`src/rtl/stepld_pkg.sv`:
```
package stepld_pkg;
    typedef enum logic [1:0] {
        ST_IDLE  = 2'd0,
        ST_SETUP = 2'd1,
        ST_HIGH  = 2'd2,
        ST_LOW   = 2'd3
    } step_state_t;
endpackage

```
`src/rtl/stepld_phase_counter.sv`:
```
module stepld_phase_counter #(
    parameter int CW = 4
) (
    input  logic          clk,
    input  logic          rst,
    input  logic          clear,
    output logic [CW-1:0] count
);
    always_ff @(posedge clk) begin
        if (rst || clear) begin
            count <= '0;
        end else begin
            count <= count + 1'b1;
        end
    end
endmodule

```
`src/rtl/stepld_fsm.sv`:
```
module stepld_fsm
    import stepld_pkg::*;
#(
    parameter int SETUP_CYC = 2,
    parameter int HIGH_CYC  = 2,
    parameter int LOW_CYC   = 2,
    parameter int CW        = 2
) (
    input  logic          clk,
    input  logic          rst,
    input  logic          in_valid,
    input  logic [CW-1:0] count,
    output step_state_t   state,
    output step_state_t   state_nx,
    output logic          cnt_clear,
    output logic          load,
    output logic          ready
);
    localparam logic [CW-1:0] SETUP_END = CW'(SETUP_CYC - 1);
    localparam logic [CW-1:0] HIGH_END  = CW'(HIGH_CYC - 1);
    localparam logic [CW-1:0] LOW_END   = CW'(LOW_CYC - 1);

    logic phase_done;

    // state register
    always_ff @(posedge clk) begin
        if (rst) begin
            state <= ST_IDLE;
        end else begin
            state <= state_nx;
        end
    end

    // next state
    always_comb begin
        state_nx = state;
        unique case (state)
            ST_IDLE:  if (in_valid)   state_nx = ST_SETUP;
            ST_SETUP: if (phase_done) state_nx = ST_HIGH;
            ST_HIGH:  if (phase_done) state_nx = ST_LOW;
            ST_LOW:   if (phase_done) state_nx = ST_IDLE;
        endcase
    end

    // outputs
    always_comb begin
        phase_done = 1'b0;
        ready      = 1'b0;
        unique case (state)
            ST_IDLE:  ready      = 1'b1;
            ST_SETUP: phase_done = (count == SETUP_END);
            ST_HIGH:  phase_done = (count == HIGH_END);
            ST_LOW:   phase_done = (count == LOW_END);
        endcase
        load      = ready && in_valid;
        cnt_clear = ready || phase_done;
    end
endmodule

```
`src/rtl/stepld_pad_stage.sv`:
```
module stepld_pad_stage
    import stepld_pkg::*;
#(
    parameter int DW = 8
) (
    input  logic          clk,
    input  logic          rst,
    input  logic          load,
    input  logic [DW-1:0] load_data,
    input  step_state_t   state_nx,
    input  logic          bus_sel,
    output logic [DW-1:0] cpu_data,
    output logic          cpu_data_oe,
    output logic          cpu_clk
);
    always_ff @(posedge clk) begin
        if (rst) begin
            cpu_data <= '0;
        end else if (load) begin
            cpu_data <= load_data;
        end
    end

    always_ff @(posedge clk) begin
        if (rst) begin
            cpu_clk     <= 1'b0;
            cpu_data_oe <= 1'b0;
        end else begin
            cpu_clk     <= (state_nx == ST_HIGH);
            cpu_data_oe <= bus_sel;
        end
    end
endmodule

```
`src/rtl/cpu_step_loader.sv`:
```
module cpu_step_loader
    import stepld_pkg::*;
#(
    parameter int DW        = 8,
    parameter int SETUP_CYC = 2,
    parameter int HIGH_CYC  = 2,
    parameter int LOW_CYC   = 2
) (
    input  logic          clk,
    input  logic          rst,
    input  logic          in_valid,
    input  logic [DW-1:0] in_data,
    output logic          in_ready,
    input  logic          bus_sel,
    output logic [DW-1:0] cpu_data,
    output logic          cpu_data_oe,
    output logic          cpu_clk
);
    localparam int MAX_A   = (SETUP_CYC > HIGH_CYC) ? SETUP_CYC : HIGH_CYC;
    localparam int MAX_LEN = (MAX_A > LOW_CYC) ? MAX_A : LOW_CYC;
    localparam int CW      = $clog2(MAX_LEN) + 1;

    step_state_t   state, state_nx;
    logic          cnt_clear, load;
    logic [CW-1:0] count;

    stepld_phase_counter #(.CW(CW)) u_cnt (
        .clk   (clk),
        .rst   (rst),
        .clear (cnt_clear),
        .count (count)
    );

    stepld_fsm #(
        .SETUP_CYC (SETUP_CYC),
        .HIGH_CYC  (HIGH_CYC),
        .LOW_CYC   (LOW_CYC),
        .CW        (CW)
    ) u_fsm (
        .clk       (clk),
        .rst       (rst),
        .in_valid  (in_valid),
        .count     (count),
        .state     (state),
        .state_nx  (state_nx),
        .cnt_clear (cnt_clear),
        .load      (load),
        .ready     (in_ready)
    );

    stepld_pad_stage #(.DW(DW)) u_pad (
        .clk         (clk),
        .rst         (rst),
        .load        (load),
        .load_data   (in_data),
        .state_nx    (state_nx),
        .bus_sel     (bus_sel),
        .cpu_data    (cpu_data),
        .cpu_data_oe (cpu_data_oe),
        .cpu_clk     (cpu_clk)
    );
endmodule

```
`config.mk`:
```
export PLATFORM = sky130hd
export DESIGN_NAME = cpu_step_loader
export DESIGN_NICKNAME = d
export VERILOG_FILES = /design/src/rtl/stepld_pkg.sv /design/src/rtl/stepld_phase_counter.sv /design/src/rtl/stepld_fsm.sv /design/src/rtl/stepld_pad_stage.sv /design/src/rtl/cpu_step_loader.sv
export SDC_FILE = /design/constraint.sdc
export NUM_CORES = 1
export LEC_CHECK = 0
export BUFFER_PORTS_ARGS = -buffer_cell sky130_fd_sc_hd__buf_2
export CORE_MARGIN = 10
export CORE_UTILIZATION = 45
export DETAILED_ROUTE_END_ITERATION = 6
export HOLD_SLACK_MARGIN = 0.03
export PLACE_DENSITY = 0.74
export SLEW_MARGIN = 20
export SYNTH_ARGS = -nofsm -noshare
export SYNTH_HDL_FRONTEND = slang
export SYNTH_SLANG_ARGS = --single-unit
```
`constraint.sdc`:
```
create_clock -name clk -period 1.4 [get_ports clk]
set_clock_uncertainty 0.15 [all_clocks]
set_input_delay 0.28 -clock clk [delete_from_list [all_inputs] [get_ports clk]]
set_output_delay 0.28 -clock clk [all_outputs]
set_load 0.005 [all_outputs]
```
### After elaboration in Yosys (flattened, before gate mapping)

Cells that the tools add are included.

| storage, ports and cells | value |
|---|---|
| bits in registers | 14 |
| output and inout bits | 11 |

| operators by class | value |
|---|---|
| add/subtract/negate cells | 1 |
| eq/ne operators | 5 |
| multiplexer cells | 7 |
| reduce and logical (&&, ||, !) cells | 5 |

Operator list:

| kind | number |
|---|---|
| $mux 2 | 4 |
| $pmux 2 s4 | 1 |
| $eq 2x2->1 const B | 3 |
| $eq 2x1->1 const B | 2 |
| $reduce_or 3->1 | 1 |
| $add 2x1->2 const B | 1 |
| $logic_not 2->1 | 1 |
| $logic_or 1x1->1 | 2 |
| $mux 1 | 2 |
| $logic_and 1x1->1 | 1 |

### Depth between registers and ports, before layout

Gate-level depths: netlist of the first run.

| logic depth | value |
|---|---|
| depth in word-level cells | 6 |
| mapped depth | 4 |
| mapped depth without buffers | 4 |

### Cells and area by module

From an unflattened synthesis of the first run, not the netlist that was laid out.

| second synthesis, totals | value |
|---|---|
| cell total of the unflattened synthesis | 51 |
| area, all modules | 540.5 um^2 |

By module, submodules not included:

| module | times used | cells each | area each (um^2) |
|---|---|---|---|
| stepld_pad_stage | 1 | 30 | 340.3 |
| stepld_fsm | 1 | 16 | 136.4 |
| stepld_phase_counter | 1 | 5 | 63.8 |

### Worst setup path before layout of the first run

OpenSTA, ideal clock, no wires.

| timing | value |
|---|---|
| path type | reg2reg |
| start | register u_cnt.count[1] |
| end | register u_pad.cpu_clk |
| data arrival time | 1037 ps |
| path slack | 143 ps |
| stages on the path, launching flop included | 5 |
| buffers on the path | 0 |
| cell sequence | dfxtp_1 -> inv_1 -> ha_1 -> or3b_1 -> a21oi_1 |

| on the way | value |
|---|---|
| cells in the longest elaborated chain, start to end | 5 |
| elaborated cells between the ends (all ways) | 7 |
| those cells by class | eq/ne: 2; mux: 5 |

Ends and longest elaborated chain:

| what | RTL line | RTL |
|---|---|---|
| from (decl) | stepld_phase_counter.sv:7 | `output logic [CW-1:0] count` |
| from (signal assigned) | stepld_phase_counter.sv:13 | `count <= count + 1'b1;` |
| $eq 2x1->1 (*) | stepld_fsm.sv:51, stepld_fsm.sv:52, stepld_fsm.sv:53 |  |
| $mux 1 (*) | n/a |  |
| $mux 2, on equally long branches | stepld_fsm.sv:41, stepld_fsm.sv:39, stepld_fsm.sv:40 |  |
| $pmux 2 s4 (*) | stepld_fsm.sv:37 | `unique case (state)` |
| $eq 2x2->1 (*) | stepld_pad_stage.sv:29 | `cpu_clk <= (state_nx == ST_HIGH);` |
| to (signal assigned) | stepld_pad_stage.sv:29 |  |
| to (decl) | stepld_pad_stage.sv:14 | `output logic cpu_clk` |

Every way passes the cells marked *; elsewhere a longest branch is shown, timed or not.
A chain may end at the register's enable or synchronous reset.

### Worst setup path after layout of the first run

| timing | value |
|---|---|
| start | register u_fsm.state[0] |
| end | output in_ready |

| on the way | value |
|---|---|
| cells in the longest elaborated chain, start to end | 2 |

Ends and longest elaborated chain:

| what | RTL line | RTL |
|---|---|---|
| from (decl) | stepld_fsm.sv:13 | `output step_state_t state,` |
| from (signal assigned) | stepld_fsm.sv:30 | `state <= state_nx;` |
| $logic_not 2->1 | stepld_fsm.sv:49 | `unique case (state)` |
| $mux 1 | stepld_fsm.sv:49 |  |
| to (decl) | cpu_step_loader.sv:13 | `output logic in_ready,` |

No other way between the ends.

==> results of run 1 <==
-- metal layers --
layer	global-route usage	share of wire	vias up
met5	0	0	-
met1	0.08197	0.45	206
li1	-	-	241
met2	0.1197	0.45	16
met4	0.04096	0.016	0
met3	0.04100	0.083	4
-- what timing repair did --
| item | CTS | global route |
|---|---|---|
| pin swaps | 0 | 1 |
| endpoints found under the setup margin | 1 | 1 |
| hold endpoints to repair | 0 | 0 |
| hold buffers | 0 | 0 |
| gates resized for setup | 1 | 1 |
-- flip-flops by register name (all words and copies together) (netlist names) --
name               count
u_cnt.count            2
u_pad.cpu_clk          1
u_pad.cpu_data_oe      1
u_pad.cpu_data         8
u_fsm.state            2
-- Yosys cell counts (all sizes together) --
master   n
o21bai   1
dfxtp   14
or3b     1
a221oi   1
a21bo    1
mux2i    8
a21oi    2
nor3b    1
ha       1
nor2     2
nor4     2
nand2b  17
nand3b   1
clkbuf   2
buf      1
nor2b    1
inv      1
-- through the flow --
step                std cells    util  power (uW)  instance area, sq um  setup slack (ns)
floorplan                  57       -       538.6                 584.3            0.1431
global placement           92  0.6079       594.3                 711.9            0.1862
detailed placement         92  0.6079       597.5                 711.9            0.1790
CTS                        95  0.6293       817.2                 737.0           0.03704
global route               95  0.6303       859.5                 738.2           0.01239
finish                     95  0.6303       804.7                 738.2           0.06869
-- how the worst max path moves through the flow --
stage                              start                 to  cells after the start
after floorplan           u_cnt.count[1]      u_pad.cpu_clk                      4
after global routing      u_fsm.state[1]           in_ready                      2
after CTS                 u_fsm.state[1]           in_ready                      2
after detailed placement        in_valid  u_pad.cpu_data[5]                      4
final                     u_fsm.state[0]           in_ready                      2
after global placement          in_valid  u_pad.cpu_data[1]                      4
-- worst register-to-register path, cell delays in order (launching register included) --
cell and delay, ns:
dfxtp_1 0.31, inv_1 0.04, ha_1 0.18, or3b_1 0.37, a21oi_1 0.14
-- power by group through the flow --
stage / Sequential [uW] / Combinational, uW / Clock (uW)
CTS: 448 / 142 / 227
global placement: 456 / 139 / 0
detailed placement: 456 / 141 / 0
global route: 453 / 156 / 250
floorplan: 457 / 81.5 / 0
finish: 448 / 139 / 217
-- kinds of logic (layout without fill, tap and decap cells) --
family                   after synthesis  count (layout)
adder cells (fa/ha/maj)                1               1
AO/OA/AOI/OAI                          5               5
buffers and inverters                  4              28
AND/OR/NAND/NOR                       25              25
multiplexers                           8               8
flip-flops                            14              14
-- layout make-up --
| cell class | instances | area, sq um |
|---|---|---|
| Clock buffer | 3 | 22.52 |
| Fill cell | 109 | 432.9 |
| Inverter | 1 | 3.754 |
| Multi-Input combinational cell | 39 | 287.8 |
| Sequential cell | 14 | 281.5 |
| Tap cell | 14 | 17.52 |
| Timing Repair Buffer | 24 | 125.1 |
==> run summary, run 1 <==
Setup crit start kind: flop
min Tclk post-route: 1.331 ns
syn avg cell area: 10.25 sq um
crit-path max cell delay: 0.36 ns
CTS tree: done
reg2reg start: u_cnt.count[1]
Initial Util: 0.4989
routed wire length per instance: 12.18 microns
combinational group share of total power: 0.173
DIE AREA: 3140 sq um
setup_tns: 0 ns
Max Cap Viol: 0
post-detail-place hpwl: 895.9 microns
final hold violation count: 0
Synth top area share: 0.4797
Netlist Area Pre-Place: 584.3 sq um
status: finished clean
CP bufs+invs: 1
share of post-route cells with drive strength above 1: 0.3704
IO buf count: 22
Top Ports: 23
Post-Syn Instances: 57
Worst Max-Slew Pin Slew: 0.2860 ns
main combinational cell family by area after synthesis: simple AND/OR/NAND/NOR gates
relative slew slack: 0.8094
CP delay by family, top: flip-flops
initial antenna violation count: 0
Net Sw Frac: 0.2459
internal cell power: 606.8 uW
Synthesized Nets: 70
simple-gate share of the synthesized area: 0.2677
clock tree buffer depth: 2
register share of total power: 0.557
Worst-path clk slew: 0.08 ns
Final Cycle Share: 0.9509
Clock power frac: 0.270
Unique masters post-synth: 17
hold_ws: 0.06498 ns
GRT Util Overall: 0.07717
cts bufs inserted: 3
drt total wl: 1.157 mm
postcts setup bufs: 0
#FFs+latches synth: 14
largest net degree at the start of global routing: 23
Reg2Reg Depth: 4
kind of critical path: flop to output port
crit path DAT: 0.90 ns
core outline area: 1171 sq um
first-pass GRT wire length: 2.028 mm
Syn-to-layout area delta: 26.34%
clk root buf: clkbuf_4
number of global-route vias before repair: 476
gr ovfl total: 0
H-tree levels: 1
post-synth top area cell: dfxtp_1
vias per cell: 4.916
CP endpoint kind: output port
later-pin clock latency in the skew report: 0.27 ns
reg2reg end: u_pad.cpu_clk
number of DRC markers in iteration 0: 1
WHS Endpoint: u_pad.cpu_data_oe
PwrDens: 1090 nW/um^2
post-synthesis mux area share: 0.1370
critical-path cell list: nor2_2 > buf_2
commonest non-fill, non-tap cell in the layout: buf_2
adder-cell share of the synthesized area: 0.02141
final count of negative-setup-slack endpoints: 0
Hold Crit Depth: 2
reg-to-reg slack, setup: 0.15 ns
row count: 12
critical path required time: 0.97 ns
switching pwr: 197.8 uW
post-synthesis compound-gate area fraction: 0.06210
Max Clk Rate: 0.7511 GHz
Pleak: 0.0003375 uW
CP max FO: 7
clk sink count: 14
hold path start: bus_sel
Detail Route Antenna Nets: 0
Synthesis Warnings: 0
Slew Limit Fails: 0
CP max-delay cell: dfxtp_2
Die Y: 56.04 microns
via count: 467
global placer's final weighted congestion: 0.6958
Pre-Repair DR Iteration Count: 2
synth top area cells: dfxtp_1 (48%), nand2b_1 (18%), mux2i_1 (14%)
nets@finish: 96
RSZ-0062 raised after global routing: no
diode count: 0
most frequent cells in the layout: buf_2 (22), nand2b_1 (17), dfxtp_1 (13), mux2i_1 (8), clkbuf_4 (3)
drc violations: 0
Seq/Total Area, Yosys: 0.4797
post-synthesis xor/xnor area fraction: 0
Hold Path Class: input port to flop
die width: 56.04 microns
VDD IR max: 0.7193 mV
(Power assumes the default switching activity.)
==> run 2, diff against run 1 <==
CELL_PAD_IN_SITES_DETAIL_PLACEMENT = 0   (was unset)
CELL_PAD_IN_SITES_GLOBAL_PLACEMENT = 2   (was unset)
CORE_UTILIZATION = 26   (was 45)
PLACE_DENSITY = 0.72   (was 0.74)
TNS_END_PERCENT = 5   (was unset)
clock period = 1.5 ns   (was 1.4 ns; I/O delays follow)
==> run 2 against run 1 <==
- flip-flop and latch count is the same
- via count is 3.2% lower
- sequential share of layout area fell by 1.5 points
- first-iteration DRC count is 100% higher
- clock power rose by 21%
- design area increased by 3.7%
- highest routed layer is now met3
==> run summary, run 2 (synthesis results as in run 1) <==
global placer's final weighted congestion: 0.7581
max layer used: met3
row count: 17
cts bufs inserted: 3
switching pwr: 191.1 uW
Largest register FFs: 8
Hold Crit Depth: 2
metal1 wirelength: 573 microns
via count: 452
met3 wire len: 88 microns
CP bufs+invs: 1
relative slew slack: 0.8106
post-detail-place hpwl: 927.9 microns
CP max FO: 7
combinational group share of total power: 0.157
clk sink count: 14
CP endpoint kind: output port
Die Y: 67.41 microns
reg2reg start: u_cnt.count[1]
Syn-to-layout area delta: 31.05%
Slew Limit Fails: 0
Reg2Reg Depth: 4
routed wire length per instance: 10.83 microns
reg-to-reg slack, setup: 0.18 ns
reg2reg end: u_pad.cpu_clk
Max Cap Viol: 0
Top reg by flops: u_pad.cpu_data
core outline area: 2170 sq um
Pre-Repair DR Iteration Count: 4
IO buf count: 22
crit path DAT: 0.95 ns
later-pin clock latency in the skew report: 0.27 ns
final count of negative-setup-slack endpoints: 0
Setup crit start kind: flop
H-tree levels: 1
final hold violation count: 0
Clock power frac: 0.325
Detail Route Antenna Nets: 0
PwrDens: 1056 nW/um^2
WL met2: 518 microns
Final Cycle Share: 0.9309
Initial Util: 0.2693
Pleak: 0.0003425 uW
Worst-path clk slew: 0.08 ns
crit-path max cell delay: 0.37 ns
min Tclk post-route: 1.396 ns
largest net degree at the start of global routing: 23
drc violations: 0
hold path start: bus_sel
clock tree buffer depth: 2
critical path required time: 1.05 ns
initial antenna violation count: 0
kind of critical path: flop to output port
VDD IR max: 0.4943 mV
GRT Util Overall: 0.05786
status: finished clean
number of global-route vias before repair: 470
Top Ports: 23
RSZ-0062 raised after global routing: no
commonest non-fill, non-tap cell in the layout: buf_2
nets@finish: 95
most frequent cells in the layout: buf_2 (22), nand2b_1 (17), dfxtp_1 (14), mux2i_1 (8), clkbuf_4 (3)
share of post-route cells with drive strength above 1: 0.3704
CTS tree: done
setup_tns: 0 ns
diode count: 0
first-pass GRT wire length: 2.028 mm
CP delay by family, top: flip-flops
register share of total power: 0.518
clk root buf: clkbuf_4
CP max-delay cell: dfxtp_1
postcts setup bufs: 0
DIE AREA: 4543 sq um
Max Clk Rate: 0.7162 GHz
Hold Path Class: input port to flop
number of DRC markers in iteration 0: 2
top flop regs: u_pad.cpu_data (8), u_cnt.count (2), u_fsm.state (2)
vias per cell: 4.147
die width: 67.41 microns
gr ovfl total: 0
Net Sw Frac: 0.2363
internal cell power: 617.7 uW
Worst Max-Slew Pin Slew: 0.2841 ns
critical-path cell list: nor2_2 > buf_2
drt total wl: 1.180 mm
WHS Endpoint: u_pad.cpu_data_oe
final core utilization: 0.3529
run 2: cell types whose count changed in the layout (fill, tap and decap cells not counted), sizes merged:
cell and delta:
buf -1, clkbuf +1
run 2: repair_timing:
| action | 4_1_cts | 5_1_grt |
|---|---|---|
| hold buffers | 0 | 0 |
| gates resized for setup | 0 | 1 |
| setup endpoints to repair | 0 | 1 |
run 2: worst max path at each step:
stage                          to  cells after the start           start
floorplan           u_pad.cpu_clk                      4  u_cnt.count[1]
global placement    u_pad.cpu_clk                      4  u_cnt.count[1]
detailed placement  u_pad.cpu_clk                      4  u_cnt.count[1]
CTS                      in_ready                      2  u_fsm.state[1]
global route             in_ready                      2  u_fsm.state[1]
finish                   in_ready                      2  u_fsm.state[1]
run 2: metal layers:
layer | vias to the layer above | track usage
met5 | - | 0
met4 | 0 | 0.02308
met3 | 0 | 0.02975
met2 | 13 | 0.08886
met1 | 200 | 0.06679
li1 | 239 | -
run 2: layout make-up:
cell class	count	area, sq um
fill	242	1404
tap	28	35.03
timing repair buffer	23	117.6
sequential	14	280.3
inverter	1	3.754
multi-input combinational	39	292.8
clock buffer	4	36.28
run 2: per-stage QoR:
step	hold slack (ns)	power, uW	instance area, sq um	setup slack [ns]	std cells
floorplan	0.2572	502.7	584.3	0.2431	57
global placement	0.2643	555.9	726.9	0.2135	105
detailed placement	0.2760	557.5	726.9	0.1916	105
CTS	0.1038	829.1	763.2	0.03659	109
global route	0.1119	870.3	765.7	0.01740	109
finish	0.1043	808.8	765.7	0.1037	109
run 2: power by group through the flow:
| stage | logic, uW | clock network [uW] | registers (uW) |
|---|---|---|---|
| 2_1_floorplan | 76.1 | 0 | 427 |
| 3_3_place_gp | 129 | 0 | 427 |
| 3_5_place_dp | 131 | 0 | 427 |
| 4_1_cts | 131 | 279 | 418 |
| 5_1_grt | 146 | 300 | 424 |
| 6_report | 127 | 263 | 419 |
run 2: worst register-to-register path, delay by kind of cell, from the launching register on:
kind,cells,cell delay (ns)
AO/OA/AOI/OAI,1,0.14
adder cells (fa/ha/maj),1,0.24
flip-flops,1,0.31
buffers and inverters,1,0.04
AND/OR/NAND/NOR,1,0.38
